$ cat src/rtl/embsync_pkg.sv
package embsync_pkg;

  typedef enum logic [1:0] {
    WAIT_END   = 2'd0,
    WAIT_START = 2'd1,
    IN_FRAME   = 2'd2,
    IN_LINE    = 2'd3
  } frameState_t;

  typedef struct packed {
    logic frameStart;
    logic frameEnd;
    logic lineStart;
    logic lineEnd;
  } codeEvents_t;

  typedef struct packed {
    logic pixelGate;
    logic flush;
  } ctrlStrobes_t;

endpackage

$ cat src/rtl/embsync_datapath.sv
module embsync_datapath
  import embsync_pkg::*;
#(
  parameter int DATA_W  = 8,
  parameter int PRE_LEN = 3
) (
  input  logic              clk,
  input  logic              rstN,
  input  logic [DATA_W-1:0] inByte,
  input  logic              inValid,
  input  logic [DATA_W-1:0] cfgFrameStart,
  input  logic [DATA_W-1:0] cfgFrameEnd,
  input  logic [DATA_W-1:0] cfgLineStart,
  input  logic [DATA_W-1:0] cfgLineEnd,
  input  ctrlStrobes_t      strobes,
  output codeEvents_t       events,
  output logic [DATA_W-1:0] outByte,
  output logic              outValid
);

  localparam logic [DATA_W-1:0] ONES  = {DATA_W{1'b1}};
  localparam logic [DATA_W-1:0] ZEROS = {DATA_W{1'b0}};

  // history[0] is the newest byte, history[PRE_LEN-1] the oldest
  logic [DATA_W-1:0] history [PRE_LEN];
  logic [PRE_LEN-1:0] histOk;
  logic [PRE_LEN-1:0] stageMatch;
  logic codeHit;
  logic reservedByte;

  genvar gi;
  generate
    for (gi = 0; gi < PRE_LEN; gi++) begin : g_stage
      localparam logic [DATA_W-1:0] EXPECT = (gi == PRE_LEN - 1) ? ONES : ZEROS;
      assign stageMatch[gi] = histOk[gi] && (history[gi] == EXPECT);
      if (gi == 0) begin : g_head
        always_ff @(posedge clk or negedge rstN) begin
          if (!rstN) begin
            history[gi] <= ZEROS;
          end else if (inValid && !strobes.flush) begin
            history[gi] <= inByte;
          end
        end
      end else begin : g_tail
        always_ff @(posedge clk or negedge rstN) begin
          if (!rstN) begin
            history[gi] <= ZEROS;
          end else if (inValid && !strobes.flush) begin
            history[gi] <= history[gi-1];
          end
        end
      end
    end
  endgenerate

  assign codeHit      = inValid && (&stageMatch);
  assign reservedByte = (inByte == ONES) || (inByte == ZEROS);

  // A completed marker consumes its history so its bytes cannot seed another
  always_ff @(posedge clk or negedge rstN) begin
    if (!rstN) begin
      histOk <= '0;
    end else if (strobes.flush) begin
      histOk <= '0;
    end else if (inValid) begin
      if (codeHit) histOk <= '0;
      else         histOk <= {histOk[PRE_LEN-2:0], 1'b1};
    end
  end

  // Tag classification, fixed priority
  always_comb begin
    events = '0;
    if (codeHit) begin
      if      (inByte == cfgFrameStart) events.frameStart = 1'b1;
      else if (inByte == cfgFrameEnd)   events.frameEnd   = 1'b1;
      else if (inByte == cfgLineStart)  events.lineStart  = 1'b1;
      else if (inByte == cfgLineEnd)    events.lineEnd    = 1'b1;
      else if (cfgFrameEnd == ONES)     events.frameEnd   = 1'b1;
    end
  end

  always_ff @(posedge clk or negedge rstN) begin
    if (!rstN) begin
      outByte  <= ZEROS;
      outValid <= 1'b0;
    end else begin
      outValid <= inValid && strobes.pixelGate && !codeHit && !reservedByte;
      if (inValid) outByte <= inByte;
    end
  end

  AST_NO_RESERVED_OUT: assert property (@(posedge clk) disable iff (!rstN)
    outValid |-> (outByte != ONES && outByte != ZEROS));

  AST_MARKER_SPACING: assert property (@(posedge clk) disable iff (!rstN)
    codeHit |=> !codeHit);

endmodule

$ cat src/rtl/embsync_ctrl.sv
module embsync_ctrl
  import embsync_pkg::*;
(
  input  logic         clk,
  input  logic         rstN,
  input  logic         enable,
  input  codeEvents_t  events,
  output ctrlStrobes_t strobes,
  output logic         frameStartPulse,
  output logic         frameEndPulse,
  output logic         lineStartPulse,
  output logic         lineEndPulse
);

  frameState_t curState, nextState;
  codeEvents_t accepted;

  always_comb begin
    nextState = curState;
    accepted  = '0;
    if (!enable) begin
      nextState = WAIT_END;
    end else begin
      unique case (curState)
        WAIT_END: begin
          if (events.frameEnd) nextState = WAIT_START;
        end
        WAIT_START: begin
          if (events.frameStart) begin
            nextState           = IN_FRAME;
            accepted.frameStart = 1'b1;
          end
        end
        IN_FRAME: begin
          if (events.frameEnd) begin
            nextState         = WAIT_START;
            accepted.frameEnd = 1'b1;
          end else if (events.lineStart) begin
            nextState          = IN_LINE;
            accepted.lineStart = 1'b1;
          end
        end
        IN_LINE: begin
          if (events.frameEnd) begin
            nextState         = WAIT_START;
            accepted.frameEnd = 1'b1;
          end else if (events.lineStart) begin
            accepted.lineStart = 1'b1;
          end else if (events.lineEnd) begin
            nextState        = IN_FRAME;
            accepted.lineEnd = 1'b1;
          end
        end
        default: nextState = WAIT_END;
      endcase
    end
  end

  assign strobes.pixelGate = enable && (curState == IN_LINE);
  assign strobes.flush     = !enable;

  always_ff @(posedge clk or negedge rstN) begin
    if (!rstN) begin
      curState        <= WAIT_END;
      frameStartPulse <= 1'b0;
      frameEndPulse   <= 1'b0;
      lineStartPulse  <= 1'b0;
      lineEndPulse    <= 1'b0;
    end else begin
      curState        <= nextState;
      frameStartPulse <= accepted.frameStart;
      frameEndPulse   <= accepted.frameEnd;
      lineStartPulse  <= accepted.lineStart;
      lineEndPulse    <= accepted.lineEnd;
    end
  end

  AST_START_ARMED: assert property (@(posedge clk) disable iff (!rstN)
    frameStartPulse |-> (curState == IN_FRAME));

  AST_PULSE_EXCLUSIVE: assert property (@(posedge clk) disable iff (!rstN)
    $onehot0({frameStartPulse, frameEndPulse, lineStartPulse, lineEndPulse}));

  AST_PULSE_SHORT: assert property (@(posedge clk) disable iff (!rstN)
    lineStartPulse |=> !lineStartPulse);

  AST_DISABLE_DISARMS: assert property (@(posedge clk) disable iff (!rstN)
    !enable |=> (curState == WAIT_END && !frameStartPulse && !lineStartPulse));

endmodule

$ cat src/rtl/embsync_decoder.sv
module embsync_decoder
  import embsync_pkg::*;
#(
  parameter int DATA_W  = 8,
  parameter int PRE_LEN = 3
) (
  input  logic              clk,
  input  logic              rstN,
  input  logic              enable,
  input  logic [DATA_W-1:0] inByte,
  input  logic              inValid,
  input  logic [DATA_W-1:0] cfgFrameStart,
  input  logic [DATA_W-1:0] cfgFrameEnd,
  input  logic [DATA_W-1:0] cfgLineStart,
  input  logic [DATA_W-1:0] cfgLineEnd,
  output logic [DATA_W-1:0] outByte,
  output logic              outValid,
  output logic              frameStartPulse,
  output logic              frameEndPulse,
  output logic              lineStartPulse,
  output logic              lineEndPulse
);

  codeEvents_t  events;
  ctrlStrobes_t strobes;

  embsync_datapath #(
    .DATA_W (DATA_W),
    .PRE_LEN(PRE_LEN)
  ) u_datapath (
    .clk          (clk),
    .rstN         (rstN),
    .inByte       (inByte),
    .inValid      (inValid),
    .cfgFrameStart(cfgFrameStart),
    .cfgFrameEnd  (cfgFrameEnd),
    .cfgLineStart (cfgLineStart),
    .cfgLineEnd   (cfgLineEnd),
    .strobes      (strobes),
    .events       (events),
    .outByte      (outByte),
    .outValid     (outValid)
  );

  embsync_ctrl u_ctrl (
    .clk            (clk),
    .rstN           (rstN),
    .enable         (enable),
    .events         (events),
    .strobes        (strobes),
    .frameStartPulse(frameStartPulse),
    .frameEndPulse  (frameEndPulse),
    .lineStartPulse (lineStartPulse),
    .lineEndPulse   (lineEndPulse)
  );

  AST_OUT_NEEDS_ENABLE: assert property (@(posedge clk) disable iff (!rstN)
    outValid |-> $past(enable));

endmodule

$ cat config.mk
export PLATFORM = sky130hd
export DESIGN_NAME = embsync_decoder
export DESIGN_NICKNAME = d
export VERILOG_FILES = /design/src/rtl/embsync_pkg.sv /design/src/rtl/embsync_datapath.sv /design/src/rtl/embsync_ctrl.sv /design/src/rtl/embsync_decoder.sv
export SDC_FILE = /design/constraint.sdc
export NUM_CORES = 1
export LEC_CHECK = 0
export BUFFER_PORTS_ARGS = -buffer_cell sky130_fd_sc_hd__buf_2
export CORE_MARGIN = 2
export CORE_UTILIZATION = 56
export DETAILED_ROUTE_END_ITERATION = 10
export HOLD_SLACK_MARGIN = 0.1
export PLACE_DENSITY = 0.83
export SYNTH_ARGS = -nofsm -noshare
export SYNTH_HDL_FRONTEND = slang
export SYNTH_HIERARCHICAL = 1
export SYNTH_SLANG_ARGS = --single-unit
$ cat constraint.sdc
create_clock -name clk -period 4.25 [get_ports clk]
set_input_delay 0.425 -clock clk [delete_from_list [all_inputs] [get_ports clk]]
set_output_delay 0.425 -clock clk [all_outputs]
set_load 0.005 [all_outputs]
After elaboration in Yosys (flattened, before gate mapping)
Cells that the tools add are included.

Equal/unequal tests: 16. Muxes and demuxes: 34. Reduce and logical (&&, ||, !) cells: 18.

Operator list (count): == test 8 bit (4); == test 8 bit (second input constant) (3); logical NOT 8 bit (3); two-way mux 2 bit (10); two-way mux 1 bit (16); two-way mux 3 bit (4); != test 4 bit (second input constant) (3); logical AND 1 bit (9); two-way mux 4 bit (2); case mux 2 bit (4 select lines) (1); != test 3 bit (second input constant) (2); AND reduction 5 bit (1); == test 2 bit (second input constant) (2); case mux 2 bit (2 select lines) (1); AND reduction 3 bit (1); == test 2 x 1 -> 1 bit (second input constant) (1); logical NOT 1 bit (2); logical NOT 2 bit (1); != test 2 x 1 -> 1 bit (second input constant) (1); logical OR 1 bit (1).

Bits in registers: 42. Input bits: 44. Output and inout bits: 13. Logic and storage cells: 79.

Logic depth before layout (Yosys ltp)
Gate-level depths: netlist of run 1.

Word-level depth: 12. Gate-level depth with buffers: 9. Depth with buffers taken out: 8.

By module
Netlist of run 1, hierarchy kept.

Modules (own cells, without submodules): embsync_datapath (instances 1, cells each 161, area an instance 1948.1 µm², seq. area each 900.9 µm²); embsync_ctrl (instances 1, cells each 21, area an instance 242.7 µm², seq. area each 150.1 µm²).

Worst setup path after synthesis of run 1
OpenSTA, ideal clock, no wires.

Kind: input -> register. Start: in inByte[7]. End: reg u_ctrl.curState[0]. Setup time: 86 ps. Data arrival time: 1954 ps. Required time: 4164 ps. Setup slack: 2210 ps. Cell stages on the path: 9. Buffers on the path: 1. Cell sequence: buf_2 xnor2_1 nand4_1 nor2_1 or4_1 a21oi_1 nor2_1 a21boi_0 nor3_1.

RTL lines: start: declaration (line embsync_decoder.sv:10) `input logic [DATA_W-1:0] inByte,`; end signal: assignment (line embsync_ctrl.sv:70) `curState <= nextState;`; end: declaration (line embsync_ctrl.sv:15) `frameState_t curState, nextState;`.

==> results of run 1 <==
==> cells in the mapped netlist, types with 2 or more instances <==
library cell,n
inv_1,2
nand2_1,6
xor2_1,8
nand4_1,11
a21oi_1,4
nor4_1,6
and3_1,2
nand2b_1,3
nand3b_1,2
buf_4,3
nor2_1,7
nor4b_2,3
nor3_1,2
mux2_2,33
buf_2,8
xnor2_1,24
dfrtp_1,42
==> worst max path at each step <==
stage                     slack, ns                   start  cells after the start                  to
after global placement         2.02               inByte[5]                      9  u_ctrl/curState[0]
after detailed placement       1.94               inByte[0]                      9  u_ctrl/curState[0]
after global routing           1.78  u_datapath/history[10]                      8  u_ctrl/curState[0]
final                          1.95  u_datapath/history[10]                      8  u_ctrl/curState[0]
after floorplan                2.21               inByte[7]                      9  u_ctrl/curState[0]
after CTS                      1.92  u_datapath/history[10]                      8  u_ctrl/curState[0]
==> per-layer routing <==
layer / up-vias / share of wire, % / GRT usage [%]
met4: 0 / 0.78 / 5.87
met3: 5 / 5.4 / 6.08
met1: 769 / 46 / 30.2
met2: 42 / 48 / 34.0
li1: 743 / - / -
met5: - / 0 / 0
==> per-stage QoR <==
stage               instances  util [%]  hold WS (ns)
floorplan                 182         -         0.129
global placement          273      66.2         0.481
detailed placement        273      66.2         0.488
CTS                       281      69.2         0.291
global route              281      69.2         0.337
finish                    281      69.2         0.266
==> logic make-up (layout without fill, tap and decap cells) <==
| logic type | count (synthesis) | count (layout) | share of synthesized area, % |
|---|---|---|---|
| xor gates and xnor gates | 32 | 32 | 12.8 |
| muxes | 33 | 33 | 17.0 |
| buffers and inverters | 15 | 66 | 3.54 |
| AOI/OAI and AO/OA | 7 | 7 | 2.00 |
| DFF | 42 | 42 | 48.0 |
| and+or+nand+nor | 53 | 53 | 16.7 |
==> flip-flops by register name (all words and copies together) (netlist names) <==
register and count:
u_ctrl/curState 2, u_ctrl/lineStartPulse 1, u_ctrl/frameEndPulse 1, u_ctrl/lineEndPulse 1, u_datapath/histOk 3, u_datapath/outValid 1
u_ctrl/frameStartPulse 1, u_datapath/history 24, u_datapath/outByte 8
==> layout by cell type (no fill, tap or decap) <==
master,Yosys,routed
a21boi_0,1,1
nor4_4,1,1
and3_2,1,1
dfrtp_1,42,42
nor2b_1,1,1
buf_2,8,56
nand4_2,1,1
or2_0,1,1
nor4b_2,3,3
nor3_1,2,2
and3_1,2,2
xnor2_1,24,24
nand2b_1,3,3
nand3_2,1,1
nand3b_1,2,2
xor2_1,8,8
inv_1,2,2
a211oi_1,1,1
nor4_2,1,1
and4_1,1,1
nand2_1,6,6
nor4_1,6,6
and4b_2,1,1
nor2_1,7,7
mux2_2,33,33
o2111ai_1,1,1
or4_1,1,1
clkbuf_8,0,8
nor2_2,1,1
nand4_1,11,11
a21oi_1,4,4
==> cell type report <==
cell class / count / area (sq um)
Clock buffer: 8 / 110
Fill cell: 291 / 1140
Inverter: 2 / 7.51
Multi-Input combinational cell: 125 / 1060
Sequential cell: 42 / 1050
Tap cell: 48 / 60.1
Timing Repair Buffer: 56 / 280
==> power by group <==
group	switching (mW)	leakage [nW]	internal [mW]	total (mW)
Sequential	0.0466	0.515	0.464	0.510
Combinational	0.0697	0.537	0.0938	0.164
Clock	0.127	0.0575	0.164	0.291
Total	0.244	1.11	0.721	0.965
==> results.yml, run 1 <==
setup_path:
  cp-end-kind: "register"
  worst_setup_path_start_kind: "register"
  slowest_delay_ns: 0.41
  timing.critical_path.buf_inv: 0
  arrival_ns: 2.51
  crit_slowest_cell: "dfrtp_1"
  rrSetupSlack_ns: 1.95
  timing.rr.start: "u_datapath/history[10]"
  required_ns: 4.46
  cp_cell_sequence: "nor4_1, nand4_1, nor4_4, nand3_2, nor4_2, nor2_1, a21boi_0, nor3_1"
  reg2regPathDepth: 8
  crit_fanout: 6
  path_class: "register to register"
  r2r_end: "u_ctrl/curState[0]"
  cpLargestDelayFamily: "simple AND/OR/NAND/NOR gates"
drt:
  first_pass_iters: 5
  vias: 1559
  avgViaCountPerCell: 5.55
  drt-total-wl_mm: 4.50
  drt_iter0_markers: 93
  wire_per_inst_um: 16.0
  ant_nets: 0
  route.detailed.drc: 0
timing:
  tightest_slew_ns: 1.10
  setup_violations: 0
  fmax_mhz: 434
  maxSlewViolCount: 0
  fin_tns_setup_ns: 0
  fin_ws_ns: 1.95
  relSlewSlack_pct: 26.8
  clock_skew_ns: 0.00408
  fin_crit_ns: 2.30
  fin_crit_sh_pct: 54.2
  rsz0062_at_grt: "false"
  hold_viol: 0
grt:
  first_global_vias: 1514
  grt_pass1_wl_mm: 7.14
  overflow: 0
  antenna_found_initial: 0
  gr-usage-all-layers_pct: 21.9
  grt_start_max_net_pins: 43
die:
  fp.dieW_um: 66.5
  fp.dieArea_sq_um: 4430
  initial_core_util_pct: 59.0
  core_sq_um: 3720
  placement_rows: 22
  num_io_pins: 57
  die_y_um: 66.5
placed_design:
  numPortBuffers: 56
  place_ws_ns: 1.94
  place_area_sq_um: 2460
  routabilityCongestion: 0.846
  dp_hpwl_mm: 3.39
finish:
  areaGrowthSynthToFinish_pct: 17.4
  drive_above_1_share_pct: 45.9
  final_nets: 276
  diodes: 0
  design_area_sq_um: 2570
cts:
  cts_setup_buffers: 0
  clk-insertion-delay-late_ns: 0.29
  clock-sinks: 42
  cts_resized: 0
  cts_tree: "done"
  htreeDepth: 2
  cts_inserted_buffers: 5
  holdBufCountCts: 0
  ctsRootBufferMaster: "clkbuf_8"
  clk_pin_slew_ns: 0.07
  cts_buffer_depth: 2
logic_synthesis:
  synth_edf_count: 0
  synth_seq_cells: 42
  synthCells: 182
  synthesis.area_sq_um: 2190
  synth_top_cell_by_area: "dfrtp_1"
  synth_warnings: 6
  synth_cell_types: 33
  synth_ff_type: "dfrtp_1"
  synth.avg_cell_area_sq_um: 12.0
  synth_fp_nets: 226
  yosys-top-cells-area: "dfrtp_1, mux2_2, xnor2_1"
  async_flop_share_pct: 100
  synth_top_area_share_pct: 48.0
  synth-seq-area-share_pct: 48.0
hold_path:
  hold_class: "primary input to asynchronous set/reset pin"
power:
  p_leak_nw: 1.11
  total_power_mw: 0.965
  vdd_drop_max_mv: 0.305
  power_density_nw_per_um2: 375
run:
  drv_cap: 0
status:
  status: "completed"
Power figures use the tool's default switching activity.
==> inputs of run 2 (changes only) <==
--- a/config.mk
+++ b/config.mk
@@ -7,10 +7,10 @@
 export LEC_CHECK = 0
 export BUFFER_PORTS_ARGS = -buffer_cell sky130_fd_sc_hd__buf_2
 export CORE_MARGIN = 2
-export CORE_UTILIZATION = 56
+export CORE_UTILIZATION = 52
 export DETAILED_ROUTE_END_ITERATION = 10
 export HOLD_SLACK_MARGIN = 0.1
-export PLACE_DENSITY = 0.83
+export PLACE_DENSITY = 0.78
 export SYNTH_ARGS = -nofsm -noshare
 export SYNTH_HDL_FRONTEND = slang
 export SYNTH_HIERARCHICAL = 1
==> constraint.sdc (replaced) <==
create_clock -name clk -period 2.3 [get_ports clk]
set_input_delay 0.23 -clock clk [delete_from_list [all_inputs] [get_ports clk]]
set_output_delay 0.23 -clock clk [all_outputs]
set_load 0.005 [all_outputs]
==> run 2 against run 1 <==
Against the previous run:
- combinational power is 87% higher
- first-iteration DRC count fell by 2.2%
- critical path type unchanged
- largest cell class unchanged
- design area grew 0.49%
- via count increased by 0.32%
- register-to-register slack got worse by 1.7 ns
- largest power group unchanged
==> results.yml, run 2 (synthesis gave the netlist of run 1 again) <==
finish:
  reg.largest.list: "u_datapath/history x24, u_datapath/outByte x8, u_datapath/histOk x3"
  design_area_sq_um: 2580
  final_nets: 279
  layout_common_cells: "buf_2, dfrtp_1, mux2_2, xnor2_1, nand4_1"
  areaGrowthSynthToFinish_pct: 17.9
  fillers: 331
  final_util_pct: 64.1
  multi_input_comb_area_sq_um: 1070
  diodes: 0
  layout_commonest_cell: "buf_2"
  finalNonFillerCells: 286
  regMostFlops: "u_datapath/history"
  regArea_sq_um: 1050
  largest_register_ffs: 24
  drive_above_1_share_pct: 46.2
die:
  placement_rows: 23
  fp.dieArea_sq_um: 4750
  die_y_um: 68.9
  core_sq_um: 4030
  fp.dieW_um: 68.9
  initial_core_util_pct: 54.4
  num_io_pins: 57
placed_design:
  routabilityCongestion: 0.775
  dp_hpwl_mm: 3.37
  numPortBuffers: 56
  place_area_sq_um: 2480
  dp_cells: 277
  place_ws_ns: 0.192
timing:
  holdWs_ns: 0.249
  relSlewSlack_pct: 39.7
  clock_skew_ns: 0.00503
  maxSlewViolCount: 0
  fin_tns_setup_ns: 0
  fmax_mhz: 476
  hold_viol: 0
  fin_crit_sh_pct: 91.4
  fin_crit_ns: 2.10
  fin_ws_ns: 0.198
  setup_violations: 0
  tightest_slew_ns: 0.904
setup_path:
  worst_setup_path_start_kind: "register"
  required_ns: 2.50
  path_class: "register to register"
  crit_fanout: 3
  slowest_delay_ns: 0.40
  cp_cell_sequence: "nor4_1, nand4_1, nor4_4, nand3_2, nor4_2, nor2_1, a21boi_0, nor3_1"
  crit_slowest_cell: "dfrtp_1"
  cp-end-kind: "register"
  arrival_ns: 2.30
power:
  p_comb_share_pct: 17.7
  power_density_nw_per_um2: 669
  p_sw_share_pct: 26.3
  pwr-share-clk_pct: 27.6
  p_sw_mw: 0.454
  pwr-share-seq_pct: 54.6
  vdd_drop_max_mv: 0.559
  p_leak_nw: 1.11
  power.internal_mw: 1.27
  total_power_mw: 1.73
drt:
  wire_per_inst_um: 16.0
  ant_nets: 0
  first_pass_iters: 4
  drt_iter0_markers: 91
  drt-total-wl_mm: 4.57
  vias: 1564
  avgViaCountPerCell: 5.47
  route.detailed.drc: 0
cts:
  cts_inserted_buffers: 5
  clock-sinks: 42
  clk-insertion-delay-late_ns: 0.29
  htreeDepth: 2
  clk_pin_slew_ns: 0.07
  cts_tree: "done"
  cts_buffer_depth: 2
  cts_setup_buffers: 0
  ctsRootBufferMaster: "clkbuf_8"
grt:
  antenna_found_initial: 0
  overflow: 0
  gr-usage-all-layers_pct: 21.0
  grt_pass1_wl_mm: 7.20
  first_global_vias: 1450
  grt_start_max_net_pins: 43
status:
  status: "completed"
hold_path:
  hold_class: "primary input to register"
run:
  drv_cap: 0
[run 2: per-layer routing]
| layer | part of all wire, % | track usage [%] | vias to the layer above |
|---|---|---|---|
| met5 | 0 | 0 | - |
| met4 | 0.96 | 6.62 | 0 |
| met2 | 48 | 31.0 | 36 |
| li1 | - | - | 748 |
| met3 | 3.1 | 5.03 | 5 |
| met1 | 48 | 30.6 | 775 |
[run 2: cell type report]
cell class	instances	share of cell area [%]
multi-input combinational	125	41.3
sequential	42	40.7
timing repair buffer	59	11.8
clock buffer	7	3.34
tap	50	2.42
inverter	2	0.291
clock inverter	1	0.194
[run 2: power groups by stage]
stage	Combinational [mW]	Sequential, mW	Clock [mW]
2_1_floorplan	0.210	0.931	0
6_report	0.306	0.944	0.477
3_3_place_gp	0.296	0.953	0
5_1_grt	0.338	0.963	0.529
4_1_cts	0.310	0.944	0.492
3_5_place_dp	0.308	0.958	0
[run 2: path summary, 6_finish.rpt]
kind	from	slack, ns	end	cells past startpoint
max reg2reg	u_datapath/history[10]	0.20	u_ctrl/curState[0]	8
min	enable	0.25	u_ctrl/frameEndPulse	2
min in group asynchronous	rstN	0.61	u_datapath/histOk[2]	2
max	u_datapath/history[10]	0.20	u_ctrl/curState[0]	8
min reg2reg	u_datapath/history[5]	0.50	u_datapath/history[5]	1
max in group asynchronous	rstN	1.13	u_datapath/outByte[5]	2
[run 2: what timing repair did]
item,CTS,global route
hold buffers,1,0
hold endpoints to repair,26,0
gates resized for setup,0,1
setup endpoints to repair,0,1
[run 2: worst max-delay path: cells and delay by family (launching register included)]
| kind | cells | cell delay (ns) |
|---|---|---|
| AO/OA/AOI/OAI | 1 | 0.13 |
| flip-flops | 1 | 0.40 |
| AND/OR/NAND/NOR | 7 | 1.49 |
==> inputs of run 3 (changes only) <==
--- a/config.mk
+++ b/config.mk
@@ -5,12 +5,13 @@
 export SDC_FILE = /design/constraint.sdc
 export NUM_CORES = 1
 export LEC_CHECK = 0
-export BUFFER_PORTS_ARGS = -buffer_cell sky130_fd_sc_hd__buf_2
 export CORE_MARGIN = 2
-export CORE_UTILIZATION = 52
+export CORE_UTILIZATION = 60
 export DETAILED_ROUTE_END_ITERATION = 10
+export DONT_BUFFER_PORTS = 1
 export HOLD_SLACK_MARGIN = 0.1
-export PLACE_DENSITY = 0.78
+export PLACE_DENSITY = 0.75
+export SETUP_SLACK_MARGIN = 0.5
 export SYNTH_ARGS = -nofsm -noshare
 export SYNTH_HDL_FRONTEND = slang
 export SYNTH_HIERARCHICAL = 1
==> run 3 against run 2 <==
Against the previous run:
- clock-buffer cell count fell by 2
- maximum frequency rose by 1.3%
- wire length is 6.9% higher
- sequential power increased by 1%
- core utilization increased by 9.9 points
- via count down 5.3%
- clock skew is 0.0044 ns higher
- register-to-register slack better by 0.03 ns
- largest cell class unchanged
- largest power group unchanged
- highest routed layer unchanged
==> results.yml, run 3 (synthesis gave the netlist of run 1 again) <==
power:
  total_power_mw: 1.80
  p_leak_nw: 0.984
  power_density_nw_per_um2: 712
  p_sw_share_pct: 24.4
  power.internal_mw: 1.36
  p_sw_mw: 0.439
  p_comb_share_pct: 14.3
  pwr-share-clk_pct: 32.7
  vdd_drop_max_mv: 0.592
  pwr-share-seq_pct: 52.9
die:
  core_sq_um: 3420
  placement_rows: 21
  num_io_pins: 57
  die_y_um: 64.4
  initial_core_util_pct: 64.1
  fp.dieArea_sq_um: 4150
  fp.dieW_um: 64.4
timing:
  fin_crit_ns: 2.07
  maxSlewViolCount: 0
  holdWs_ns: 0.156
  fin_crit_sh_pct: 90.2
  relSlewSlack_pct: 57.7
  rsz0062_at_grt: "true"
  hold_viol: 0
  clock_skew_ns: 0.00947
  fin_tns_setup_ns: 0
  setup_violations: 0
  tightest_slew_ns: 0.632
  fmax_mhz: 482
setup_path:
  worst_setup_path_start_kind: "register"
  path_class: "register to register"
  required_ns: 2.54
  arrival_ns: 2.31
  crit_fanout: 3
  slowest_delay_ns: 0.42
  cp_cell_sequence: "nor4b_2, nand2_1, nor4_4, nand3_2, nor4b_2, nand2_1, a21boi_1, nor3_1"
  crit_slowest_cell: "dfrtp_1"
  cp-end-kind: "register"
drt:
  wire_per_inst_um: 20.1
  vias: 1481
  drt-total-wl_mm: 4.89
  drt_iter0_markers: 100
  ant_nets: 0
  avgViaCountPerCell: 6.09
  first_pass_iters: 4
  route.detailed.drc: 0
status:
  status: "completed"
grt:
  grt_start_max_net_pins: 43
  gr-usage-all-layers_pct: 24.7
  grt_pass1_wl_mm: 7.72
  first_global_vias: 1593
  antenna_found_initial: 0
  overflow: 0
cts:
  htreeDepth: 2
  clk_pin_slew_ns: 0.13
  cts_tree: "done"
  clk-insertion-delay-late_ns: 0.35
  cts_inserted_buffers: 5
  ctsRootBufferMaster: "clkbuf_4"
  clock-sinks: 42
  cts_buffer_depth: 2
hold_path:
  hold_class: "primary input to register"
placed_design:
  dp_cells: 217
  routabilityCongestion: 0.799
  numPortBuffers: 0
  dp_hpwl_mm: 3.12
finish:
  largest_register_ffs: 24
  layout_commonest_cell: "dfrtp_1"
  drive_above_1_share_pct: 33.5
  regMostFlops: "u_datapath/history"
  finalNonFillerCells: 243
  final_util_pct: 74.0
  layout_common_cells: "dfrtp_1, mux2_2, xnor2_1, dlygate4sd3_1, nand4_1"
  fillers: 224
  diodes: 0
  reg.largest.list: "u_datapath/history x24, u_datapath/outByte x8, u_datapath/histOk x3"
  final_nets: 240
  areaGrowthSynthToFinish_pct: 15.4
run:
  drv_cap: 0
==> run 3: cell types whose count changed in the layout (fill, tap and decap cells not counted), sizes merged <==
cell,delta
buf,-49
bufinv,+2
clkbuf,-2
dlygate4sd3,+10
==> run 3: layer usage <==
layer	global-route usage, %	wire length (um)	vias to the layer above
li1	-	-	669
met1	31.7	2040	732
met2	41.9	2460	68
met3	6.60	324	12
met4	6.12	63	0
met5	0	0	-
==> run 3: final timing paths <==
| path | from | depth (start not counted) | slack [ns] | to |
|---|---|---|---|---|
| setup reg to reg | u_datapath/history[21] | 8 | 0.23 | u_ctrl/curState[0] |
| hold reg to reg | u_datapath/history[2] | 1 | 0.52 | u_datapath/history[2] |
| setup / recovery | u_datapath/history[21] | 8 | 0.23 | u_ctrl/curState[0] |
| min in group asynchronous | rstN | 2 | 0.33 | u_datapath/history[6] |
| max in group asynchronous | rstN | 2 | 1.77 | u_datapath/history[12] |
| hold / removal | enable | 2 | 0.16 | u_ctrl/curState[1] |
==> run 3: power by group through the flow <==
stage	sequential [mW]	clock, mW	combinational, mW
5_1_grt	0.968	0.627	0.283
2_1_floorplan	0.931	0	0.210
3_5_place_dp	0.962	0	0.205
4_1_cts	0.946	0.599	0.256
3_3_place_gp	0.956	0	0.195
6_report	0.953	0.589	0.257
==> run 3: layout make-up <==
| cell class | count | area, sq um | area share [%] |
|---|---|---|---|
| multi-input combinational | 125 | 1100 | 43.5 |
| clock inverter | 3 | 68.8 | 2.72 |
| inverter | 2 | 7.51 | 0.297 |
| timing repair buffer | 20 | 205 | 8.11 |
| tap | 46 | 57.6 | 2.28 |
| sequential | 42 | 1050 | 41.6 |
| clock buffer | 5 | 37.5 | 1.48 |
==> run 3: worst max-delay path, delay by kind of cell, from the launching register on <==
family	cells	cell delay, ns
simple gates	7	1.39
compound gates	1	0.15
flops	1	0.42
==> run 3: per-stage QoR <==
step	worst slack [ns]	instance area (sq um)
6_report	0.225	2530
5_1_grt	0.0871	2530
4_1_cts	0.284	2480
3_5_place_dp	0.117	2200
3_3_place_gp	0.232	2200
2_1_floorplan	0.390	2190
==> run 3: timing repair <==
| item | in CTS | in global routing |
|---|---|---|
| buffers inserted | 4 | 2 |
| pin swaps | 4 | 2 |
| hold buffers | 12 | 0 |
| setup endpoints to repair | 8 | 8 |
| hold endpoints to repair | 64 | 0 |
| resized for setup | 3 | 9 |
